==> src/rtl/trg_pkg.sv <==
package trg_pkg;

    typedef enum logic [0:0] {
        ST_IDLE  = 1'b0,
        ST_COUNT = 1'b1
    } trg_state_e;

endpackage

==> src/rtl/trg_ctrl_reg.sv <==
module trg_ctrl_reg #(
    parameter int CTRL_W = 8
) (
    input  logic              clk,
    input  logic              rst_n,
    input  logic              wr_en,
    input  logic [CTRL_W-1:0] wr_data,
    output logic [CTRL_W-1:0] ctrl_q
);

    always_ff @(posedge clk or negedge rst_n) begin
        if (!rst_n) begin
            ctrl_q <= '0;
        end else if (wr_en) begin
            ctrl_q <= wr_data;
        end
    end

    // written value is visible on the next cycle
    p_readback_r2: assert property (@(posedge clk) disable iff (!rst_n)
        wr_en |=> (ctrl_q == $past(wr_data)));

    // register holds its value without a write
    p_hold_r2: assert property (@(posedge clk) disable iff (!rst_n)
        !wr_en |=> $stable(ctrl_q));

endmodule

==> src/rtl/trg_src_sel.sv <==
module trg_src_sel #(
    parameter int N_SRC = 2,
    localparam int SEL_W = (N_SRC > 1) ? $clog2(N_SRC) : 1
) (
    input  logic [N_SRC-1:0] src_stb,
    input  logic [SEL_W-1:0] sel,
    output logic             evt
);

    logic [N_SRC-1:0] gated;

    for (genvar g = 0; g < N_SRC; g++) begin : g_gate
        assign gated[g] = src_stb[g] && (sel == SEL_W'(g));
    end

    assign evt = |gated;

endmodule

==> src/rtl/trg_rate_fsm.sv <==
module trg_rate_fsm
    import trg_pkg::*;
#(
    parameter int CODE_W = 7
) (
    input  logic              clk,
    input  logic              rst_n,
    input  logic              clr,
    input  logic              evt,
    input  logic [CODE_W-1:0] code,
    output logic              tog_out
);

    trg_state_e        state_q, state_d;
    logic [CODE_W-1:0] cnt_q, cnt_d;
    logic              flip;

    // State and counter register
    always_ff @(posedge clk or negedge rst_n) begin
        if (!rst_n) begin
            state_q <= ST_IDLE;
            cnt_q   <= '0;
        end else begin
            state_q <= state_d;
            cnt_q   <= cnt_d;
        end
    end

    // Next-state logic
    always_comb begin
        state_d = state_q;
        cnt_d   = cnt_q;
        flip    = 1'b0;
        if (clr) begin
            state_d = ST_IDLE;                  // write_clear
            cnt_d   = '0;
        end else if (evt) begin
            unique case (state_q)
                ST_IDLE: begin
                    if (code == '0) begin
                        flip = 1'b1;            // idle_flip
                    end else begin
                        state_d = ST_COUNT;     // idle_start
                        cnt_d   = CODE_W'(1);
                    end
                end
                ST_COUNT: begin
                    if (cnt_q >= code) begin
                        flip    = 1'b1;         // count_wrap
                        state_d = ST_IDLE;
                        cnt_d   = '0;
                    end else begin
                        cnt_d = cnt_q + CODE_W'(1); // count_step
                    end
                end
                default: begin
                    state_d = ST_IDLE;
                    cnt_d   = '0;
                end
            endcase
        end
    end

    // Output register
    always_ff @(posedge clk or negedge rst_n) begin
        if (!rst_n) begin
            tog_out <= 1'b0;
        end else if (flip) begin
            tog_out <= ~tog_out;
        end
    end

    // partial count never passes the code
    p_cnt_bound_r5: assert property (@(posedge clk) disable iff (!rst_n)
        cnt_q <= code);

    // idle state always carries a zero count
    p_idle_zero_r5: assert property (@(posedge clk) disable iff (!rst_n)
        (state_q == ST_IDLE) |-> (cnt_q == '0));

    // a strobe at the terminal count inverts the output
    p_wrap_flips_r5: assert property (@(posedge clk) disable iff (!rst_n)
        (evt && !clr && cnt_q == code) |=> (tog_out != $past(tog_out)));

    // a write clears the count and keeps the level
    p_clear_r6: assert property (@(posedge clk) disable iff (!rst_n)
        clr |=> (cnt_q == '0 && $stable(tog_out)));

    // no counted strobe, no change
    p_quiet_r7: assert property (@(posedge clk) disable iff (!rst_n)
        !(evt && !clr) |=> $stable(tog_out));

endmodule

==> src/rtl/toggle_rate_gen.sv <==
module toggle_rate_gen #(
    parameter int CODE_W = 7,
    localparam int CTRL_W = CODE_W + 1
) (
    input  logic              clk,
    input  logic              rst_n,
    input  logic              wr_en,
    input  logic [CTRL_W-1:0] wr_data,
    output logic [CTRL_W-1:0] rd_data,
    input  logic              frame_stb,
    input  logic              line_stb,
    output logic              tog_out
);

    logic [CTRL_W-1:0] ctrl_q;
    logic              evt;

    trg_ctrl_reg #(.CTRL_W(CTRL_W)) u_reg (
        .clk     (clk),
        .rst_n   (rst_n),
        .wr_en   (wr_en),
        .wr_data (wr_data),
        .ctrl_q  (ctrl_q)
    );

    // source index 0 = frame, 1 = line
    trg_src_sel #(.N_SRC(2)) u_sel (
        .src_stb ({line_stb, frame_stb}),
        .sel     (ctrl_q[CTRL_W-1]),
        .evt     (evt)
    );

    trg_rate_fsm #(.CODE_W(CODE_W)) u_fsm (
        .clk     (clk),
        .rst_n   (rst_n),
        .clr     (wr_en),
        .evt     (evt),
        .code    (ctrl_q[CODE_W-1:0]),
        .tog_out (tog_out)
    );

    assign rd_data = ctrl_q;

    // in frame mode, absent a frame strobe the output holds
    p_frame_only_r3: assert property (@(posedge clk) disable iff (!rst_n)
        (!ctrl_q[CTRL_W-1] && !frame_stb) |=> $stable(tog_out));

    // in line mode, absent a line strobe the output holds
    p_line_only_r4: assert property (@(posedge clk) disable iff (!rst_n)
        (ctrl_q[CTRL_W-1] && !line_stb) |=> $stable(tog_out));

endmodule

==> config.mk <==
export PLATFORM = sky130hd
export DESIGN_NAME = toggle_rate_gen
export DESIGN_NICKNAME = d
export VERILOG_FILES = /design/src/rtl/trg_pkg.sv /design/src/rtl/trg_ctrl_reg.sv /design/src/rtl/trg_src_sel.sv /design/src/rtl/trg_rate_fsm.sv /design/src/rtl/toggle_rate_gen.sv
export SDC_FILE = /design/constraint.sdc
export NUM_CORES = 1
export LEC_CHECK = 0
export BUFFER_PORTS_ARGS = -buffer_cell sky130_fd_sc_hd__buf_4
export CORE_MARGIN = 8
export CORE_UTILIZATION = 40
export DETAILED_ROUTE_END_ITERATION = 10
export PLACE_DENSITY = 0.59
export SETUP_SLACK_MARGIN = 0.2
export SLEW_MARGIN = 10
export SYNTH_ARGS = -nofsm -noshare
export SYNTH_HDL_FRONTEND = slang
export SYNTH_SLANG_ARGS = --single-unit
==> constraint.sdc <==
create_clock -name clk -period 3.6 [get_ports clk]
set_input_delay 0.72 -clock clk [delete_from_list [all_inputs] [get_ports clk]]
set_output_delay 0.72 -clock clk [all_outputs]
set_load 0.005 [all_outputs]
==> results.ini <==
[logic_synthesis]
synthSimpleGateAreaFrac_pct = 17.4
synth_xor_area_share_pct = 0.859
synth-seq-area-share_pct = 41.7
yosys.area_share.adder_pct = 9.82
synth_area_um2 = 1020
synth_cell_types = 32
synth_mux_area_share_pct = 4.29
synth_compound_area_share_pct = 21.1
synth_warnings = 0
synth_top_family_by_area = compound AO/OA/AOI/OAI gates
synthCells = 104
synth_nets = 125
ys_ff_latch = 17
syn_area_per_cell_um2 = 9.81

[clocking]
cts_setup_buffers = 0
cts_root_buf = clkbuf_4
clkLatencyLatePin_ps = 290
path_clk_slew_ps = 90
numCtsBuffers = 3
h-tree-depth = 1
cts_tree = built
clock-sinks = 17
holdBufCountCts = 0
clk_path_buf_depth = 2
cts_resized = 0

[die]
die-width_um = 66.5
io_pins = 22
start_util_pct = 41.5
num_rows = 18
core_area_um2 = 2450
die-height_um = 66.5
die_area_um2 = 4420

[setup_path]
crit_slowest_cell = dfrtp_1
arrival_ps = 2130
cp-start-kind = flip-flop
path_cells = inv_1 > ha_1 > a21oi_2 > o211ai_2 > a211oi_4 > nand2_4 > o311ai_2
cp_slowest_stage_delay_ps = 390
end_kind = flip-flop
crit_type = reg -> reg
critPathMaxFanout = 6
crit_required_ps = 3800

[final_layout]
layout.nets = 148
diodes = 0
seqCellArea_um2 = 425
syn_to_final_growth_pct = 20.2
drive_gt1_share_pct = 31.0
nFillCells = 240
multiInputGateArea_um2 = 546

[sta]
rsz0062_at_grt = no
slew_headroom_pct = 73.8
min_period_ps = 1930
final.setup.worst_slack_ps = 1670
setup_violations = 0
fmaxAchievable_ghz = 0.518
hold_viol_final = 0
worst_pin_slew_ps = 389
fin_crit_sh_pct = 53.6
fin_tns_setup_ps = 0
fin_skew_ps = 3.86
slew_violations = 0

[global_routing]
grt_first_pass_wirelength_mm = 3.88
grtUsageTotal_pct = 11.3
grt_pass1_vias = 820
overflow = 0
grt_max_degree = 21
antenna_found_initial = 0

[routing]
route.detailed.drc = 0
drt-total-wl_mm = 2.24
antenna_left = 0
dr.first_iter.drc_count = 12
vias = 836
dr.pass1.iters = 4
vias_per_cell = 5.36
wl_per_cell_um = 14.3

[power_and_ir_drop]
power_density_nw_per_um2 = 352
peakVddDrop_mv = 0.233
p_leak_nw = 0.552
total_power_mw = 0.432

[worst_hold_path]
hold_class = in -> async

[placement]
gp_congestion = 0.795
hpwl_mm = 1.79
portBuffers = 21
pre_cts_slack_ps = 1680

[run]
max_cap_violations = 0

[outcome]
status = completed

-- power by group --
group	internal (mW)	leakage [nW]	total (mW)	switching [mW]
registers	0.208	0.217	0.226	0.0172
logic	0.0513	0.320	0.105	0.0541
clock network	0.0431	0.0150	0.101	0.0576
total	0.303	0.552	0.432	0.129
-- cell usage after synthesis (all sizes together) --
cell type  number  share of area (%)
a211oi          2                2.7
a21bo           1               0.98
a21oi           7                4.5
a41oi           1               0.86
and2            1               0.61
buf             2                1.1
clkbuf          1               0.37
dfrtp          17                 42
ha              8                9.8
inv             9                3.3
mux2            3                3.3
mux2i           1               0.98
nand2          18                7.4
nand3           7                3.4
nor2            2               0.74
nor2b           1               0.61
nor3            2               0.98
nor4            3                2.5
o211ai          3                2.7
o21ai           8                3.9
o22ai           1               0.61
o311ai          3                4.8
or2             1               0.61
or3             1               0.61
xor2            1               0.86
-- placed cells by master, fill, tap and decap left out, drive strengths merged, types with 3 or more instances in the layout --
master | Yosys | layout
buf | 2 | 21
inv | 9 | 9
dfrtp | 17 | 17
nand3 | 7 | 7
o21ai | 8 | 8
mux2 | 3 | 3
a21oi | 7 | 7
nor4 | 3 | 3
clkbuf | 1 | 4
ha | 8 | 8
nand2 | 18 | 18
o211ai | 3 | 3
o311ai | 3 | 3
-- metal layers --
layer / track usage [%] / wire length [um]
met5: 0 / 0
met4: 2.40 / 10
met3: 3.86 / 126
met2: 18.7 / 1070
met1: 13.8 / 1030
-- sequential cells by signal, indices dropped and copies added (netlist names) --
| signal | count |
|---|---|
| u_fsm.tog_out | 1 |
| u_fsm.state_q | 1 |
| u_reg.ctrl_q | 8 |
| u_fsm.cnt_q | 7 |
-- cell type report --
cell class	count	share of cell area, %
timing repair buffer	21	12.9
sequential	17	34.7
tap	30	3.06
multi-input combinational	75	44.5
inverter	9	2.76
clock buffer	4	2.14
-- path summary, 6_finish.rpt --
| check | from | to | slack (ps) | cells past startpoint |
|---|---|---|---|---|
| max | u_reg.ctrl_q[4] | u_fsm.cnt_q[4] | 1670 | 7 |
| min | rst_n | u_reg.ctrl_q[1] | 280 | 1 |
| max reg2reg | u_reg.ctrl_q[4] | u_fsm.cnt_q[4] | 1670 | 7 |
| min reg2reg | u_fsm.tog_out | u_fsm.tog_out | 480 | 1 |
| max in group asynchronous | rst_n | u_fsm.cnt_q[1] | 3130 | 1 |
| min in group clk | u_fsm.tog_out | u_fsm.tog_out | 480 | 1 |
-- critical path, delay by kind of cell (launching register included) --
family,cells,cell delay [ps]
AO/OA/AOI/OAI,4,920
flip-flops,1,390
adder cells (fa/ha/maj),1,320
AND/OR/NAND/NOR,1,120
buffers and inverters,1,90
-- through the flow --
stage / instances / utilization, % / hold slack (ps) / instance area [um^2]
final: 156 / 49.9 / 276 / 1230
after floorplan: 104 / - / 424 / 1020
after detailed placement: 152 / 48.9 / 473 / 1200
after global routing: 156 / 49.9 / 275 / 1230
after CTS: 156 / 49.9 / 272 / 1230
after global placement: 152 / 48.9 / 460 / 1200
-- cells by family after synthesis --
logic type / Yosys count
AOI/OAI and AO/OA: 26
xor gates and xnor gates: 1
adders and majority gates: 8
buffers and inverters: 12
DFF: 17
muxes: 4
and+or+nand+nor: 36
Note: power is estimated with default switching activity, not from simulation.
